==> src/rtl/uart_cts_pkg.sv <==
package uart_cts_pkg;
  typedef enum logic [1:0] {
    TX_IDLE  = 2'd0,
    TX_START = 2'd1,
    TX_DATA  = 2'd2,
    TX_STOP  = 2'd3
  } tx_state_e;
endpackage

==> src/rtl/uart_cts_sync.sv <==
module uart_cts_sync #(
  parameter int   STAGES  = 2,
  parameter logic RST_VAL = 1'b1
) (
  input  logic clk,
  input  logic rst_n,
  input  logic d,
  output logic q
);
  logic [STAGES-1:0] sync_q;
  logic [STAGES-1:0] sync_d;

  generate
    if (STAGES == 1) begin : g_one
      always_comb sync_d = d;
    end else begin : g_many
      always_comb sync_d = {sync_q[STAGES-2:0], d};
    end
  endgenerate

  always_ff @(posedge clk or negedge rst_n) begin
    if (!rst_n) sync_q <= {STAGES{RST_VAL}};
    else        sync_q <= sync_d;
  end

  assign q = sync_q[STAGES-1];
endmodule

==> src/rtl/uart_cts_fifo.sv <==
module uart_cts_fifo #(
  parameter int DW    = 8,
  parameter int DEPTH = 16
) (
  input  logic          clk,
  input  logic          rst_n,
  input  logic          wr_en,
  input  logic [DW-1:0] wr_data,
  input  logic          rd_en,
  output logic [DW-1:0] rd_data,
  output logic          empty,
  output logic          full
);
  localparam int AW = $clog2(DEPTH);
  localparam int CW = AW + 1;

  logic [DW-1:0] mem_q [DEPTH];
  logic [AW-1:0] wptr_q, wptr_d, rptr_q, rptr_d;
  logic [CW-1:0] cnt_q, cnt_d;
  logic          push, pull;

  assign full  = (cnt_q == CW'(DEPTH));
  assign empty = (cnt_q == '0);
  assign push  = wr_en && !full;
  assign pull  = rd_en && !empty;
  assign rd_data = mem_q[rptr_q];

  always_comb begin
    wptr_d = wptr_q;
    rptr_d = rptr_q;
    cnt_d  = cnt_q;
    if (push) wptr_d = (wptr_q == AW'(DEPTH-1)) ? '0 : wptr_q + 1'b1;
    if (pull) rptr_d = (rptr_q == AW'(DEPTH-1)) ? '0 : rptr_q + 1'b1;
    if (push && !pull) cnt_d = cnt_q + 1'b1;
    else if (pull && !push) cnt_d = cnt_q - 1'b1;
  end

  always_ff @(posedge clk or negedge rst_n) begin
    if (!rst_n) begin
      wptr_q <= '0;
      rptr_q <= '0;
      cnt_q  <= '0;
    end else begin
      wptr_q <= wptr_d;
      rptr_q <= rptr_d;
      cnt_q  <= cnt_d;
    end
  end

  always_ff @(posedge clk) begin
    if (push) mem_q[wptr_q] <= wr_data;
  end
endmodule

==> src/rtl/uart_cts_engine.sv <==
module uart_cts_engine
  import uart_cts_pkg::*;
#(
  parameter int DW  = 8,
  parameter int OSR = 16
) (
  input  logic          clk,
  input  logic          rst_n,
  input  logic          tick,
  input  logic          have_data,
  input  logic          clear,
  input  logic [DW-1:0] din,
  output logic          pop,
  output logic          busy,
  output logic          txd
);
  localparam int TW  = $clog2(OSR);
  localparam int BW  = (DW > 1) ? $clog2(DW) : 1;
  localparam int MID = OSR / 2 - 1;

  tx_state_e     state_q, state_d;
  logic [TW-1:0] tick_q, tick_d;
  logic [BW-1:0] bit_q, bit_d;
  logic [DW-1:0] shift_q, shift_d;
  logic          hold_q, hold_d;
  logic          txd_q, txd_d;
  logic          last_tick, mid_tick, last_bit;

  assign last_tick = (tick_q == TW'(OSR-1));
  assign mid_tick  = (tick_q == TW'(MID));
  assign last_bit  = (bit_q == BW'(DW-1));

  always_comb begin
    state_d = state_q;
    tick_d  = tick_q;
    bit_d   = bit_q;
    shift_d = shift_q;
    hold_d  = hold_q;
    txd_d   = txd_q;
    pop     = 1'b0;
    if (tick) begin
      unique case (state_q)
        TX_IDLE: begin
          if (have_data && clear) begin
            pop     = 1'b1;
            shift_d = din;
            state_d = TX_START;
            tick_d  = '0;
            hold_d  = 1'b0;
            txd_d   = 1'b0;
          end
        end
        TX_START: begin
          tick_d = tick_q + 1'b1;
          if (last_tick) begin
            state_d = TX_DATA;
            tick_d  = '0;
            bit_d   = '0;
            txd_d   = shift_q[0];
          end
        end
        TX_DATA: begin
          tick_d = tick_q + 1'b1;
          if (last_tick) begin
            tick_d  = '0;
            shift_d = shift_q >> 1;
            if (last_bit) begin
              state_d = TX_STOP;
              txd_d   = 1'b1;
            end else begin
              bit_d = bit_q + 1'b1;
              txd_d = shift_q[1];
            end
          end
        end
        TX_STOP: begin
          tick_d = tick_q + 1'b1;
          if (mid_tick) hold_d = !clear;
          if (last_tick) begin
            tick_d = '0;
            if (have_data && !hold_q) begin
              pop     = 1'b1;
              shift_d = din;
              state_d = TX_START;
              hold_d  = 1'b0;
              txd_d   = 1'b0;
            end else begin
              state_d = TX_IDLE;
            end
          end
        end
        default: state_d = TX_IDLE;
      endcase
    end
  end

  always_ff @(posedge clk or negedge rst_n) begin
    if (!rst_n) begin
      state_q <= TX_IDLE;
      tick_q  <= '0;
      bit_q   <= '0;
      shift_q <= '0;
      hold_q  <= 1'b0;
      txd_q   <= 1'b1;
    end else begin
      state_q <= state_d;
      tick_q  <= tick_d;
      bit_q   <= bit_d;
      shift_q <= shift_d;
      hold_q  <= hold_d;
      txd_q   <= txd_d;
    end
  end

  assign busy = (state_q != TX_IDLE);
  assign txd  = txd_q;
endmodule

==> src/rtl/uart_cts_tx.sv <==
module uart_cts_tx #(
  parameter int DW    = 8,
  parameter int DEPTH = 16,
  parameter int OSR   = 16,
  parameter int SYNC  = 2
) (
  input  logic          clk,
  input  logic          rst_n,
  input  logic          wr_en,
  input  logic [DW-1:0] wr_data,
  output logic          fifo_full,
  input  logic          baud_tick,
  input  logic          cts_n,
  input  logic [1:0]    flow_cfg,
  output logic          txd,
  output logic          cts_irq
);
  logic          cts_sync;
  logic          flow_en;
  logic          clear;
  logic          fifo_empty;
  logic          pop;
  logic          busy;
  logic [DW-1:0] head;
  logic          cts_prev_q, cts_prev_d;
  logic          irq_q, irq_d;

  assign flow_en = &flow_cfg;
  assign clear   = !flow_en || !cts_sync;

  uart_cts_sync #(.STAGES(SYNC), .RST_VAL(1'b1)) u_sync (
    .clk(clk), .rst_n(rst_n), .d(cts_n), .q(cts_sync)
  );

  uart_cts_fifo #(.DW(DW), .DEPTH(DEPTH)) u_fifo (
    .clk(clk), .rst_n(rst_n), .wr_en(wr_en), .wr_data(wr_data),
    .rd_en(pop), .rd_data(head), .empty(fifo_empty), .full(fifo_full)
  );

  uart_cts_engine #(.DW(DW), .OSR(OSR)) u_eng (
    .clk(clk), .rst_n(rst_n), .tick(baud_tick), .have_data(!fifo_empty),
    .clear(clear), .din(head), .pop(pop), .busy(busy), .txd(txd)
  );

  always_comb begin
    cts_prev_d = cts_sync;
    irq_d      = (cts_sync != cts_prev_q) && !flow_en;
  end

  always_ff @(posedge clk or negedge rst_n) begin
    if (!rst_n) begin
      cts_prev_q <= 1'b1;
      irq_q      <= 1'b0;
    end else begin
      cts_prev_q <= cts_prev_d;
      irq_q      <= irq_d;
    end
  end

  assign cts_irq = irq_q;
endmodule

==> config.mk <==
export PLATFORM = sky130hd
export DESIGN_NAME = uart_cts_tx
export DESIGN_NICKNAME = d
export VERILOG_FILES = /design/src/rtl/uart_cts_pkg.sv /design/src/rtl/uart_cts_sync.sv /design/src/rtl/uart_cts_fifo.sv /design/src/rtl/uart_cts_engine.sv /design/src/rtl/uart_cts_tx.sv
export SDC_FILE = /design/constraint.sdc
export NUM_CORES = 1
export LEC_CHECK = 0
export ABC_AREA = 1
export CORE_MARGIN = 1.5
export CORE_UTILIZATION = 64
export CTS_BUF_LIST = sky130_fd_sc_hd__clkbuf_8
export DETAILED_ROUTE_END_ITERATION = 7
export GPL_TIMING_DRIVEN = 0
export PLACE_DENSITY = 0.84
export RECOVER_POWER = 100
export SYNTH_ARGS = -nofsm -noshare
export SYNTH_HDL_FRONTEND = slang
export SYNTH_HIERARCHICAL = 1
export SYNTH_SLANG_ARGS = --single-unit
export TNS_END_PERCENT = 5
==> constraint.sdc <==
create_clock -name clk -period 3.5 [get_ports clk]
set_input_delay 0.7 -clock clk [delete_from_list [all_inputs] [get_ports clk]]
set_output_delay 0.7 -clock clk [all_outputs]
set_load 0.03 [all_outputs]
Word-level counts from Yosys, hierarchy flattened. Memory sizes are Yosys's and may differ from the RTL's. Cells that the tools add are included.

Input port bits: 15. Bits in registers: 36. Memory bits (writable): 128. Memories: 1. Output and inout bits: 3. Logic and storage cells: 107.

Add/subtract/negate cells: 6. Eq/ne operators: 17. Reduce and logical (&&, ||, !) cells: 30. Muxes and demuxes: 41.

Memory list: u_fifo.mem_q (depth 16, bits a word 8, read ports 1, clocked after memory_dff 0, write ports 1, RTL line uart_cts_fifo.sv:17) `logic [DW-1:0] mem_q [DEPTH];`.

Operators by type and width (count): $mux 8 (4); $pmux 8 s3 (1); $reduce_and 6->1 (3); $mux 1 (16); $mux 4 (4); $add 4x1->4 const B (3); $eq 4x4->1 const B (3); $ne 2x1->1 const B (6); $mux 2 (5); $mux 5 (2); $mux 3 (3); $logic_not 1->1 (8); $pmux 2 s4 (1); $pmux 4 s2 (1); $logic_and 1x1->1 (7); $pmux 3 s2 (1); $reduce_bool 2->1 (3); $add 5x1->5 const B (1); $eq 5x5->1 const B (1); $logic_not 5->1 (1); $reduce_and 5->1 (1); $sub 5x1->5 const B (1); $eq 2x2->1 const B (2); $eq 4x3->1 const B (1); 13 further kinds (15).

Depth between registers and ports, before layout.
Depth after elaboration: 11. Mapped depth: 18.

Hierarchy. The synthesis kept the hierarchy.

Modules (own cells, without submodules): uart_cts_fifo (instances 1, area an instance 6372.4 sq um, cells an instance 641, sequential area each 4169.0 sq um); uart_cts_engine (instances 1, area an instance 1233.7 sq um, cells an instance 164, sequential area each 476.7 sq um); uart_cts_tx (instances 1, area an instance 81.3 sq um, cells an instance 9, sequential area each 51.3 sq um); uart_cts_sync (instances 1, area an instance 52.6 sq um, cells an instance 2, sequential area each 52.6 sq um).

Worst setup path before layout. Ideal clock, no wire load.

Path type: input port to flip-flop. Start: in flow_cfg[0]. End: reg u_fifo.cnt_q[4]. Setup slack: 1046 ps. Data arrival time: 2338 ps. Library setup time: 116 ps. Buffers on the path: 0. Stages on the path: 14. Data required time: 3384 ps. Cell sequence: nand3_1 nand2_2 nor2_1 o21a_1 nand2_1 ha_1 inv_1 ha_1 nand2_1 nand2_1 o21ai_0 nand2_1 nand2_1 nand2_1.

Longest elaborated chain between the ends: 11. Elaborated cells on any way between the ends: 13. Those cells by class: 4 x mux; 9 x reduce/logical.

RTL lines: start, declared (RTL line uart_cts_tx.sv:14) `input logic [1:0] flow_cfg,`; $reduce_and 2->1 * (RTL line uart_cts_tx.sv:28) `assign flow_en = &flow_cfg;`; $logic_not 1->1 * (RTL line uart_cts_tx.sv:29) `assign clear = !flow_en || !cts_sync;`; $logic_or 1x1->1 * (RTL line uart_cts_tx.sv:29); $logic_and 1x1->1 * (RTL line uart_cts_engine.sv:44) `if (have_data && clear) begin`; $mux 1 * (RTL line uart_cts_engine.sv:44); $pmux 1 s2 * (RTL line uart_cts_engine.sv:42) `unique case (state_q)`; $mux 1 * (RTL line uart_cts_engine.sv:41) `if (tick) begin`; net pop (RTL line uart_cts_tx.sv:22) `logic pop;`; $logic_and 1x1->1 * (RTL line uart_cts_fifo.sv:25) `assign pull = rd_en && !empty;`; $logic_not 1->1 (RTL line uart_cts_fifo.sv:34) `if (push && !pull) cnt_d = cnt_q + 1'b1;`; $logic_and 1x1->1 (RTL line uart_cts_fifo.sv:34); $mux 5 or $reduce_bool 2->1 (tied branches); end signal, assigned (RTL line uart_cts_fifo.sv:46) `cnt_q <= cnt_d;`; end, declared (RTL line uart_cts_fifo.sv:19) `logic [CW-1:0] cnt_q, cnt_d;`.

Mark *: on every way through the listed nets, which the timed path passes. The rest lies on a longest branch. A chain may end at the register's enable or synchronous reset.

Worst setup path in the final report.
Start: reg u_fifo.cnt_q[0]. End: reg u_fifo.cnt_q[4].

Longest elaborated chain between the ends: 11. Elaborated cells on any way between the ends: 22. Those cells by class: 2 x add/sub; 1 x eq/ne; 7 x mux; 12 x reduce/logical.

RTL lines: $logic_not 5->1 * (RTL line uart_cts_fifo.sv:23) `assign empty = (cnt_q == '0);`; net fifo_empty (RTL line uart_cts_tx.sv:21) `logic fifo_empty;`; $logic_not 1->1 * (RTL line uart_cts_tx.sv:41) `.clk(clk), .rst_n(rst_n), .tick(baud_tick), .have_data(!fifo_empty),`; $logic_and 1x1->1 (RTL line uart_cts_engine.sv:81) `if (have_data && !hold_q) begin`; $mux 1 (RTL line uart_cts_engine.sv:81); $mux 1 (RTL line uart_cts_engine.sv:79) `if (last_tick) begin`; $pmux 1 s2 * (RTL line uart_cts_engine.sv:42); $mux 1 * (RTL line uart_cts_engine.sv:41); net pop (RTL line uart_cts_tx.sv:22); $logic_and 1x1->1 * (RTL line uart_cts_fifo.sv:25); $logic_not 1->1 (RTL line uart_cts_fifo.sv:34); $logic_and 1x1->1 (RTL line uart_cts_fifo.sv:34); $mux 5 or $reduce_bool 2->1 (tied branches).

Mark *: on every way through the listed nets, which the timed path passes. The rest lies on a longest branch. The select of a mux whose other input is x is not followed.

==> results.json <==
{
  "status": "complete, but fails checks",
  "failed_checks": "max-capacitance violations, max-slew violations",
  "postCtsSetupBuffers": 0,
  "syn2layout_area_growth_pct": 9.13,
  "start_kind": "flop",
  "yosys.area.top_type": "edfxtp_1",
  "power.switching_w": 0.00258,
  "cpMostUsedCell": "nand2_1",
  "die_x_um": 113,
  "arrival_ns": 3.37,
  "switching_share_pct": 40.4,
  "grt_max_degree": 37,
  "hold_slack_ns": 0.366,
  "wl_per_cell_um": 17.6,
  "cts_root_buf": "clkbuf_8",
  "track_usage_pct": 30.0,
  "netlist_instances": 816,
  "routed_wl_mm": 17.7,
  "portBuffers": 17,
  "synthXorXnorAreaFrac_pct": 0.792,
  "comb_power_share_pct": 39.1,
  "path_clk_slew_ns": 0.09,
  "crit_buf_inv": 4,
  "cp_slowest_cell": "dfrtp_1",
  "maxCapViolations": 1,
  "crit_fanout": 9,
  "synth_nets": 850,
  "drtIter0Drc": 674,
  "gp_congestion": 0.876,
  "fin_setup_tns_ns": 0,
  "finalMaxSlewViolations": 37,
  "intPower_w": 0.00381,
  "synthMuxAreaShare_pct": 0,
  "drive_gt1_share_pct": 7.40,
  "pin_count": 18,
  "syn-cell-area_mm2": 0.00774,
  "worstPathRequired_ns": 3.85,
  "grt_pass1_wl_mm": 28.5,
  "post-route-period-util_pct": 86.2,
  "powerDensity_mw_per_mm2": 756,
  "ys_seq_area_share_pct": 61.4,
  "hold_buffers": 0,
  "synth.top_cell.area_share_pct": 49.7,
  "synth-adder-area-share_pct": 3.17,
  "cpPeakStageDelay_ns": 0.40,
  "power_leakage_nw": 3.85,
  "drc": 0,
  "p_seq_share_pct": 39.8,
  "fillers": 834,
  "synth_compound_area_share_pct": 2.25,
  "die_h_um": 113,
  "cts-resized-gates": 0,
  "rsz0062_at_grt": "false",
  "ant_nets": 0,
  "finalHoldViolations": 0,
  "fin_crit_ns": 3.02,
  "synth.area.top_cells": "edfxtp_1 50%, nand2_1 13%, dfrtp_1 10%",
  "clk_latency_ns": 0.45,
  "fin_nets": 886,
  "crit_type": "flop to flop",
  "dr.pass1.iters": 5,
  "power.total_w": 0.00638,
  "cts.sinks": 164,
  "viasPerCell": 5.70,
  "grt_pass1_vias": 5695,
  "clkPwrFrac_pct": 21.1,
  "ys_seq_elements": 164,
  "grt-ovfl-total": 0,
  "dp_hpwl_mm": 11.8,
  "htree_levels": 4,
  "use_met3_pct": 7.28,
  "core_mm2": 0.0116,
  "synth_top_family_by_area": "simple AND/OR/NAND/NOR gates",
  "fin_util_pct": 72.7,
  "grt.met2_usage_pct": 49.6,
  "grt_util_met1_pct": 39.5,
  "diodes": 0,
  "relSlewSlack_pct": -33.8,
  "crit_chain": "inv_1 > nand4_1 > inv_1 > inv_1 > nand2_1 > nor3_1 > o21a_1 > nand2_1 > ha_1 > inv_1 > ha_1 > nand2_1 > nand2_1 > o21ai_0 > nand2_1 > nand2_1 > nand2_1",
  "cts_tree": "yes",
  "cp-end-kind": "flop",
  "worstMarginPinSlew_ns": 2.01,
  "die_area_mm2": 0.0128,
  "num_vias": 5745,
  "clk_path_buf_depth": 2,
  "fin_worst_skew_ns": 0.00939,
  "yosys.cell_types.count": 30,
  "fmax_mhz": 331,
  "vdd_drop_max_v": 0.000569,
  "synth_simple_gate_area_share_pct": 24.0,
  "hp-class": "flop to flop",
  "syn_avg_cell_area_um2": 9.49,
  "start_util_pct": 66.6,
  "numCtsBuffers": 17,
  "yosys_warnings": 6,
  "crit_family": "simple AND/OR/NAND/NOR gates",
  "setup_viol": 0,
  "row_count": 39,
  "antenna_found_initial": 0,
  "grt-busiest-layer": "met2"
}
[per-layer routing]
| metal | share of wire (%) | vias to the layer above |
|---|---|---|
| met4 | 2.8 | 0 |
| met3 | 9.5 | 39 |
| met2 | 48 | 306 |
| li1 | - | 2698 |
| met1 | 39 | 2702 |
| met5 | 0 | - |
[worst paths after layout]
path / startpoint / to / slack [ns] / cells after the start
setup / recovery: u_fifo/cnt_q[0]$_DFFE_PN0P_ / u_fifo/cnt_q[4]$_DFFE_PN0P_ / 0.48 / 17
hold / removal: u_sync/sync_q[0]$_DFF_PN1_ / u_sync/sync_q[1]$_DFF_PN1_ / 0.37 / 0
setup reg to reg: u_fifo/cnt_q[0]$_DFFE_PN0P_ / u_fifo/cnt_q[4]$_DFFE_PN0P_ / 0.48 / 17
hold reg to reg: u_sync/sync_q[0]$_DFF_PN1_ / u_sync/sync_q[1]$_DFF_PN1_ / 0.37 / 0
max in group asynchronous: rst_n / u_fifo/cnt_q[1]$_DFFE_PN0P_ / 1.54 / 1
min in group asynchronous: rst_n / u_fifo/rptr_q[0]$_DFFE_PN0P_ / 0.80 / 1
[worst reg2reg max path, cell delays in order, from the launching register on]
cell and delay [ns]:
dfrtp_1 0.40, inv_1 0.11, nand4_1 0.16, inv_1 0.05, inv_1 0.09, nand2_1 0.13, nor3_1 0.25, o21a_1 0.14
nand2_1 0.25, ha_1 0.34, inv_1 0.16, ha_1 0.30, nand2_1 0.09, nand2_1 0.06, o21ai_0 0.19, nand2_1 0.09
nand2_1 0.06, nand2_1 0.05
[sequential cells by signal (all words and copies together) (netlist names)]
| name | cells |
|---|---|
| cts_irq | 1 |
| u_eng/shift_q | 8 |
| u_fifo/wptr_q | 4 |
| u_eng/bit_q | 3 |
| u_eng/hold_q | 1 |
| u_fifo/rptr_q | 4 |
| u_fifo/cnt_q | 5 |
| u_sync/sync_q | 2 |
| u_eng/txd | 1 |
| cts_prev_q | 1 |
| u_eng/tick_q | 4 |
| u_eng/state_q | 2 |
| u_fifo/mem_q | 128 |
[cells in the mapped netlist, drive strengths merged]
| library cell | number |
|---|---|
| dfstp | 4 |
| o21ai | 18 |
| xnor2 | 3 |
| nor2 | 32 |
| nor3 | 1 |
| clkbuf | 6 |
| ha | 18 |
| nand3 | 117 |
| inv | 130 |
| o211ai | 1 |
| xor2 | 4 |
| nand2 | 278 |
| o21a | 1 |
| buf | 24 |
| nand4 | 11 |
| a21oi | 7 |
| dfrtp | 32 |
| edfxtp | 128 |
| fa | 1 |
[cell type report]
cell class                 count  area [um2]  share of cell area (%)
clock buffer                  17         234                    2.77
buffer                        30         158                    1.87
sequential                   164        4750                    56.2
clock inverter                15         155                    1.84
tap                          143         179                    2.12
multi-input combinational    492        2320                    27.5
inverter                     130         488                    5.78
timing repair buffer          17         164                    1.94
[cells in the final DEF (no fill, tap or decap), drive strengths merged, types with 4 or more instances in the layout]
cell type and instances:
o21ai 18, nand4 11, xor2 4, nand3 117, a21oi 7, edfxtp 128, dfrtp 32, clkbuf 26
nand2 278, nor2 32, dfstp 4, dlygate4sd3 13, buf 22, ha 18, clkinvlp 4, inv 136
[cell families (layout without fill, tap and decap cells)]
logic type	after synthesis	count (layout)
and+or+nand+nor	439	439
AOI/OAI and AO/OA	27	27
DFF	164	164
adders and majority gates	19	19
buffers and inverters	160	209
xor gates and xnor gates	7	7
[power by group through the flow]
stage	sequential, W	combinational [W]	clock, W
floorplan	0.00254	0.00176	0
global placement	0.00256	0.00235	0
detailed placement	0.00258	0.00244	0
CTS	0.00254	0.00247	0.00137
global route	0.00257	0.00276	0.00144
finish	0.00254	0.00249	0.00135
[metrics by stage]
step / cells / worst slack, ns / instance area (um2)
3_5_place_dp: 976 / 0.158 / 8080
5_1_grt: 1008 / 0.216 / 8450
6_report: 1008 / 0.483 / 8450
2_1_floorplan: 816 / 1.05 / 7740
3_3_place_gp: 976 / 0.278 / 8090
4_1_cts: 1008 / 0.515 / 8470
No activity file was read; power rests on OpenSTA's default activity.
